### src/rtl/txhalt_pkg.sv
package txhalt_pkg;
  localparam int RING_COUNT = 3;

  typedef struct packed {
    logic [RING_COUNT-1:0] setMask;  // halt bits to set this cycle
    logic                  errEvt;   // general fault seen this cycle
  } haltStrb_t;
endpackage

### src/rtl/txhalt_ctrl.sv
module txhalt_ctrl
  import txhalt_pkg::*;
#(
  parameter int NR       = RING_COUNT,
  parameter int LEN_W    = 16,
  parameter int ADDR_W   = 32,
  parameter int MAP_BITS = 28
) (
  input  logic              clk,
  input  logic              rstN,
  input  logic [NR-1:0]     haltQ,
  input  logic [NR-1:0]     ringEn,
  input  logic              gracefulStop,
  input  logic              descValid,
  input  logic              descReady,
  input  logic [LEN_W-1:0]  descLen,
  input  logic [ADDR_W-1:0] descAddr,
  input  logic              busErr,
  input  logic              uncorrErr,
  output logic [NR-1:0]     fetchEn,
  output haltStrb_t         strb
);
  localparam int HI_W = ADDR_W - MAP_BITS;

  logic [NR-1:0] eligible;
  logic          addrBad;
  logic          zeroLen;
  logic          genErr;
  logic          noReady;

  assign eligible = ringEn & ~haltQ & {NR{~gracefulStop}};

  // fixed priority, lowest ring number wins
  always_comb begin
    fetchEn = '0;
    for (int i = NR - 1; i >= 0; i--) begin
      if (eligible[i]) fetchEn = NR'(1) << i;
    end
  end

  generate
    if (HI_W > 0) begin : g_addrChk
      assign addrBad = |descAddr[ADDR_W-1:MAP_BITS];
    end else begin : g_noAddrChk
      assign addrBad = 1'b0;
    end
  endgenerate

  assign zeroLen = descReady && (descLen == '0);
  assign genErr  = busErr || uncorrErr || (descValid && (zeroLen || addrBad));
  assign noReady = descValid && !descReady;

  always_comb begin
    strb.errEvt  = genErr;
    strb.setMask = genErr ? {NR{1'b1}} : (noReady ? fetchEn : '0);
  end

  // a halted ring is never granted
  a_r2_no_grant_halted: assert property (@(posedge clk) disable iff (!rstN)
    (fetchEn & haltQ) == '0);
  // graceful stop withholds all grants
  a_r6_stop_no_grant: assert property (@(posedge clk) disable iff (!rstN)
    gracefulStop |-> fetchEn == '0);
  // at most one grant
  a_r9_one_grant: assert property (@(posedge clk) disable iff (!rstN)
    $onehot0(fetchEn));
endmodule

### src/rtl/txhalt_dp.sv
module txhalt_dp
  import txhalt_pkg::*;
#(
  parameter int NR = RING_COUNT
) (
  input  logic          clk,
  input  logic          rstN,
  input  haltStrb_t     strb,
  input  logic          regWr,
  input  logic [NR:0]   regWdata,
  output logic [NR-1:0] haltQ,
  output logic          errSticky,
  output logic          errPulse
);
  logic [NR:0] clrMask;

  assign clrMask = regWr ? regWdata : '0;

  always_ff @(posedge clk) begin
    if (!rstN) begin
      haltQ     <= '0;
      errSticky <= 1'b0;
      errPulse  <= 1'b0;
    end else begin
      haltQ     <= (haltQ & ~clrMask[NR-1:0]) | strb.setMask;
      errSticky <= (errSticky & ~clrMask[NR]) | strb.errEvt;
      errPulse  <= strb.errEvt;
    end
  end

  // a set lands even when a clear hits the same bit
  a_r8_set_wins: assert property (@(posedge clk) disable iff (!rstN)
    strb.setMask != '0 |=> (haltQ & $past(strb.setMask)) == $past(strb.setMask));
  // a flag without set or clear holds its value
  a_r3_hold: assert property (@(posedge clk) disable iff (!rstN)
    (!regWr && strb.setMask == '0) |=> $stable(haltQ));
  // sticky flag follows a fault
  a_r7_sticky: assert property (@(posedge clk) disable iff (!rstN)
    strb.errEvt |=> errSticky && errPulse);
endmodule

### src/rtl/tx_ring_halt.sv
module tx_ring_halt
  import txhalt_pkg::*;
#(
  parameter int NR       = RING_COUNT,
  parameter int LEN_W    = 16,
  parameter int ADDR_W   = 32,
  parameter int MAP_BITS = 28
) (
  input  logic              clk,
  input  logic              rstN,
  input  logic [NR-1:0]     ringEn,
  input  logic              gracefulStop,
  input  logic              descValid,
  input  logic              descReady,
  input  logic [LEN_W-1:0]  descLen,
  input  logic [ADDR_W-1:0] descAddr,
  input  logic              busErr,
  input  logic              uncorrErr,
  input  logic              regWr,
  input  logic [NR:0]       regWdata,
  output logic [NR-1:0]     fetchEn,
  output logic [NR:0]       statusWord,
  output logic              txErrPulse
);
  haltStrb_t     strb;
  logic [NR-1:0] haltQ;
  logic          errSticky;

  txhalt_ctrl #(.NR(NR), .LEN_W(LEN_W), .ADDR_W(ADDR_W), .MAP_BITS(MAP_BITS)) u_ctrl (
    .clk(clk), .rstN(rstN), .haltQ(haltQ), .ringEn(ringEn),
    .gracefulStop(gracefulStop), .descValid(descValid), .descReady(descReady),
    .descLen(descLen), .descAddr(descAddr), .busErr(busErr),
    .uncorrErr(uncorrErr), .fetchEn(fetchEn), .strb(strb)
  );

  txhalt_dp #(.NR(NR)) u_dp (
    .clk(clk), .rstN(rstN), .strb(strb), .regWr(regWr), .regWdata(regWdata),
    .haltQ(haltQ), .errSticky(errSticky), .errPulse(txErrPulse)
  );

  assign statusWord = {errSticky, haltQ};

  // bus or uncorrectable error halts every ring
  a_r4_fault_halts_all: assert property (@(posedge clk) disable iff (!rstN)
    (busErr || uncorrErr) |=> &statusWord[NR-1:0]);
  // state is clear in the cycle after reset
  a_r1_reset_clear: assert property (@(posedge clk)
    !rstN |=> statusWord == '0 && !txErrPulse);
endmodule

### config.mk
export PLATFORM = sky130hd
export DESIGN_NAME = tx_ring_halt
export DESIGN_NICKNAME = d
export VERILOG_FILES = /design/src/rtl/txhalt_pkg.sv /design/src/rtl/txhalt_ctrl.sv /design/src/rtl/txhalt_dp.sv /design/src/rtl/tx_ring_halt.sv
export SDC_FILE = /design/constraint.sdc
export NUM_CORES = 1
export LEC_CHECK = 0
export BUFFER_PORTS_ARGS = -buffer_cell sky130_fd_sc_hd__clkbuf_2
export CAP_MARGIN = 20
export CORE_MARGIN = 10
export CORE_UTILIZATION = 22
export CTS_CLUSTER_SIZE = 12
export DETAILED_ROUTE_END_ITERATION = 16
export PLACE_DENSITY_LB_ADDON = 0.2
export SLEW_MARGIN = 40
export SYNTH_ARGS = -nofsm -noshare
export SYNTH_HDL_FRONTEND = slang
export SYNTH_SLANG_ARGS = --single-unit
### constraint.sdc
create_clock -name clk -period 2.05 [get_ports clk]
set_input_delay 0.41 -clock clk [delete_from_list [all_inputs] [get_ports clk]]
set_output_delay 0.41 -clock clk [all_outputs]
set_load 0.1 [all_outputs]
# Yosys cells after proc, flatten, opt, wreduce, memory -nomap -nowiden
# Index checks and enable logic that the tools add are counted.
[op_classes]
n_bitwise = 10
muxes = 6
reduce_logical = 9
[ops]
columns = ["op", "n"]
rows = [
  ["$logic_not 16->1", 1],
  ["$mux 3", 5],
  ["$and 3x3->3", 3],
  ["$not 3->3", 2],
  ["$mux 4", 1],
  ["$reduce_or 4->1", 1],
  ["$logic_and 1x1->1", 3],
  ["$logic_or 1x1->1", 3],
  ["$or 3x3->3", 1],
  ["$not 1->1", 2],
  ["$and 1x1->1", 1],
  ["$logic_not 1->1", 1],
  ["$or 1x1->1", 1],
]
[word_totals]
input_bits = 63
out_inout_bits = 8
regBits = 5

# Logic depth before layout (Yosys ltp)
[depth]
word_depth = 9
depth_mapped = 4

# Hierarchy
# A second synthesis with hierarchy kept.
[unflattened]
cells_unflattened = 44
area_unflattened_um2 = 359.1
[by_module_without_submodules]
columns = ["mod", "seq_area_each_um2", "n_inst", "cells_each", "area_each_um2"]
rows = [
  ["txhalt_ctrl", 0.0, 1, 25, 183.9],
  ["txhalt_dp", 100.1, 1, 18, 167.7],
  ["tx_ring_halt", 0.0, 1, 1, 7.5],
]

# Worst setup path after synthesis
# OpenSTA, ideal clock, no wires.
[synth_path]
path_kind = "register to register"
startpoint = "reg u_dp.haltQ[0]"
endpoint = "reg u_dp.haltQ[1]"
t_arrival_ns = 3.941
synth_period_minus_slack_ns = 3.998
setup_time_ns = 0.058
slack_ns = -1.948
n_path_buf = 0
path_stages_with_launch = 5
path_cell_list = "dfxtp_1 nand2b_1 nor3b_1 a22o_1 o21a_1"
[synth_between]
elab_chain_cells = 7
[synth_rtl]
columns = ["element", "line_no", "rtl"]
rows = [
  ["start, declared", "txhalt_dp.sv:11", "output logic [NR-1:0] haltQ,"],
  ["start signal, assigned", "txhalt_dp.sv:25", "haltQ <= (haltQ & ~clrMask[NR-1:0]) | strb.setMask;"],
  ["$not 3->3", "txhalt_ctrl.sv:31", "assign eligible = ringEn & ~haltQ & {NR{~gracefulStop}};"],
  ["$and 3x3->3 (2 in series)", "txhalt_ctrl.sv:31", ""],
  ["$mux 3", "txhalt_ctrl.sv:37", "if (eligible[i]) fetchEn = NR'(1) << i;"],
  ["named net fetchEn[1]", "tx_ring_halt.sv:21", "output logic [NR-1:0] fetchEn,"],
  ["$mux 3 (2 in series)", "txhalt_ctrl.sv:55", "strb.setMask = genErr ? {NR{1'b1}} : (noReady ? fetchEn : '0);"],
  ["$or 3x3->3", "txhalt_dp.sv:25", ""],
]
# The timed path passes the listed nets, and every way through them passes these cells.
# A chain may end at the register's enable or synchronous reset.

# Final worst setup path
[layout_path]
startpoint = "reg u_dp.haltQ[0]"
endpoint = "out fetchEn[0]"
[layout_between]
elab_chain_cells = 4
[layout_rtl]
columns = ["element", "line_no"]
rows = [
  ["$not 3->3", "txhalt_ctrl.sv:31"],
  ["$and 3x3->3 (2 in series)", "txhalt_ctrl.sv:31"],
  ["$mux 3", "txhalt_ctrl.sv:37"],
  ["end, declared", "tx_ring_halt.sv:21"],
]
# Every way passes these cells.

==> results.md <==
* Drt via density at between 4 and 5
* CP Capture Type: output pin
* Worst-path maximum fanout at 4
* Final hold slack at roughly 0.43 ns
* CTS root buf: clkbuf_4
* Reg2Reg Depth at 4
* RSZ-0062 raised after global routing: no
* WP data required at ~1.6 ns
* Synth Area in Compound Gates at 0.271
* Layout cells sized above 1 at 0.696
* TritonCTS clock tree: built
* Reg-to-Reg Start: u_dp.haltQ[1]
* Fmax at around 570 MHz
* CP Launch Type: flip-flop
* Placement Setup Slack at approximately 0.28 ns
* Yosys top cell area share at 0.319
* Yosys cell types at 21
* Worst min-delay path class: in2reg
* Worst Setup Slack, final at around 0.29 ns
* GRT Util Overall at 0.0726
* Rows at 13
* Final setup fails at 0
* Post-synthesis mux area share at 0
* Chip width at just under 60 um
* Slowest CP cell: clkbuf_2
* Hold Fails Final Rpt at 0
* Post-synthesis cell count at 34
* Post-CTS Setup Repair Bufs at 0
* Pwr dens at around 580 nW/um^2
* Mapped Nets at 97
* Synth Register Bits at 5
* Antenna diodes at 0
* Hold Path End: u_dp.haltQ[1]
* Clock-pin slew on the worst setup and hold paths at 0.04 ns
* Area leader, netlist: dfxtp_1
* Hold Path Cell Cnt at 2
* Buffers on Ports at 42
* Worst Min Path Start: rstN
* Largest net degree at the start of global routing at 6
* Remaining global-route overflow at 0
* Global-route wire length before repair at between 1.5 and 2 mm
* Core Area at 1320 um^2
* Fin crit share at 0.859
* Post-synthesis simple-gate area fraction at 0.386
* Commonest cells post-synth: 5 x dfxtp_1, 3 x o21a_1
* DR WL/cell at approximately 14 um
* Routed Antenna Nets at 0
* Syn Std Cell Area at between 300 and 400 um^2
* Status: finished clean
* DP Wirelength at about 1.2 mm
* Initial Utilization at 0.238
* Initial antenna violation count at 0
* Io pins at 71
* Data arrival, critical path at ~1.4 ns
* Syn_area_per_cell at between 9 and 10 um^2
* # H-tree levels at 1
* Top post-synthesis cells by area: dfxtp_1 32%, o21a_1 7.2%, a22o_1 5.6%
* Max cap viols at 0
* Maximum clock path buffer count at 2
* Flop2flop setup slack at 0.86 ns
* Fin nets at ~140
* Register area share after synthesis at 0.319
* Clk_lat worst skew at between 0.2 and 0.25 ns
* Ys async rst share at 0
* Ys Warns at 0
* Final Max Tran Viols at 0
* Die Area at between 3000 and 4000 um^2
* Chip Height at 57.8 um
* Ys flop type: dfxtp_1
* Final min period at 1.76 ns
* Routed vias at 431
* Largest family of logic cells by synthesized area: simple AND/OR/NAND/NOR gates
* DRT Wirelength at 1.32 mm
* Max stage delay on crit path at around 0.47 ns
* Area Overhead vs Synth at 102%
* Rel. slew slack at 0.636
* Synth Area in XOR/XNOR at 0
* DR pass1 iterations at 4
* Most frequent cell after synthesis: dfxtp_1
* Setup Skew at a little over 0.002 ns
* Final Wtd Congestion at roughly 0.69
* Leakage at between 0.3 and 0.4 nW
* DR DRC count at 0
* Post-synthesis adder-cell area fraction at 0
* # fillers at 140
* Cells along the critical path: nand2b_1 -> nor2_2 -> clkbuf_2
* TritonCTS Buffers at 3
* Post-CTS Resized at 0
* Setup CP Type: reg2out
* Hold-fix buffers, CTS at 0
* R2R Path End: u_dp.haltQ[2]
* First-iteration detailed-routing DRC count at 1
* Sink Count at 5
* Vias in the first global route at roughly 470
* Maximum VDD drop at about 0.0004 V
* Post-synth EDFFs at 0
* Worst-Margin Slew at 0.549 ns
==> cell families (layout without fill, tap and decap cells) <==
kind of cell	Yosys count	count (layout)
flip-flops	5	5
buffers and inverters	1	46
AO/OA/AOI/OAI	10	10
AND/OR/NAND/NOR	18	18
==> how the worst max path moves through the flow <==
stage / from / to / cells past startpoint
2_1_floorplan: u_dp.haltQ[1] / fetchEn[2] / 3
6_report: u_dp.haltQ[0] / fetchEn[0] / 3
3_3_place_gp: descAddr[29] / u_dp.haltQ[2] / 5
5_1_grt: u_dp.haltQ[0] / fetchEn[0] / 3
3_5_place_dp: descAddr[29] / u_dp.haltQ[2] / 5
4_1_cts: u_dp.haltQ[0] / fetchEn[0] / 3
==> cells in the final DEF, fill, tap and decap left out, types with 2 or more instances in the layout <==
cell and instances:
a21boi_0 2, a22o_1 2, buf_12 2, clkbuf_2 40, clkbuf_4 3, dfxtp_1 2, dfxtp_4 2, nand2_1 2
nor3b_4 2, nor4_1 2, o21a_1 3
==> metrics by stage <==
stage	total power, mW	instances	area [um^2]	setup TNS, ns	util
after floorplan	0.207	34	355	-0.0913	-
after global placement	0.259	90	607	0	0.461
after detailed placement	0.260	90	607	0	0.461
after CTS	0.376	94	633	0	0.481
after global routing	0.390	94	633	0	0.481
final	0.369	94	633	0	0.481
==> flip-flops by register name, summed over array words and instances, names as in the netlist <==
name,flops
u_dp.errSticky,1
u_dp.errPulse,1
u_dp.haltQ,3
==> critical path: cells and delay by family, from the launching register on <==
| family | cells | cell delay [ns] |
|---|---|---|
| and+or+nand+nor | 2 | 0.31 |
| buffers and inverters | 1 | 0.47 |
| DFF | 1 | 0.33 |
==> power by group <==
part / switching, mW / leakage, nW / internal (mW) / total, mW
logic: 0.0969 / 0.255 / 0.0524 / 0.149
clock network: 0.0381 / 0.0150 / 0.0734 / 0.112
registers: 0.00363 / 0.0430 / 0.104 / 0.108
==> metal layers <==
layer / part of all wire / global-route usage
met1: 0.43 / 0.0821
met2: 0.49 / 0.113
met3: 0.082 / 0.0414
met4: 0 / 0.0201
met5: 0 / 0
==> area by class of cell <==
cell class                 count  area (um^2)  share of cell area
timing repair buffer          42          240               0.379
clock buffer                   4         26.3              0.0415
tap                           15         18.8              0.0296
sequential                     5          109               0.172
multi-input combinational     28          239               0.377
(Power assumes the default switching activity.)
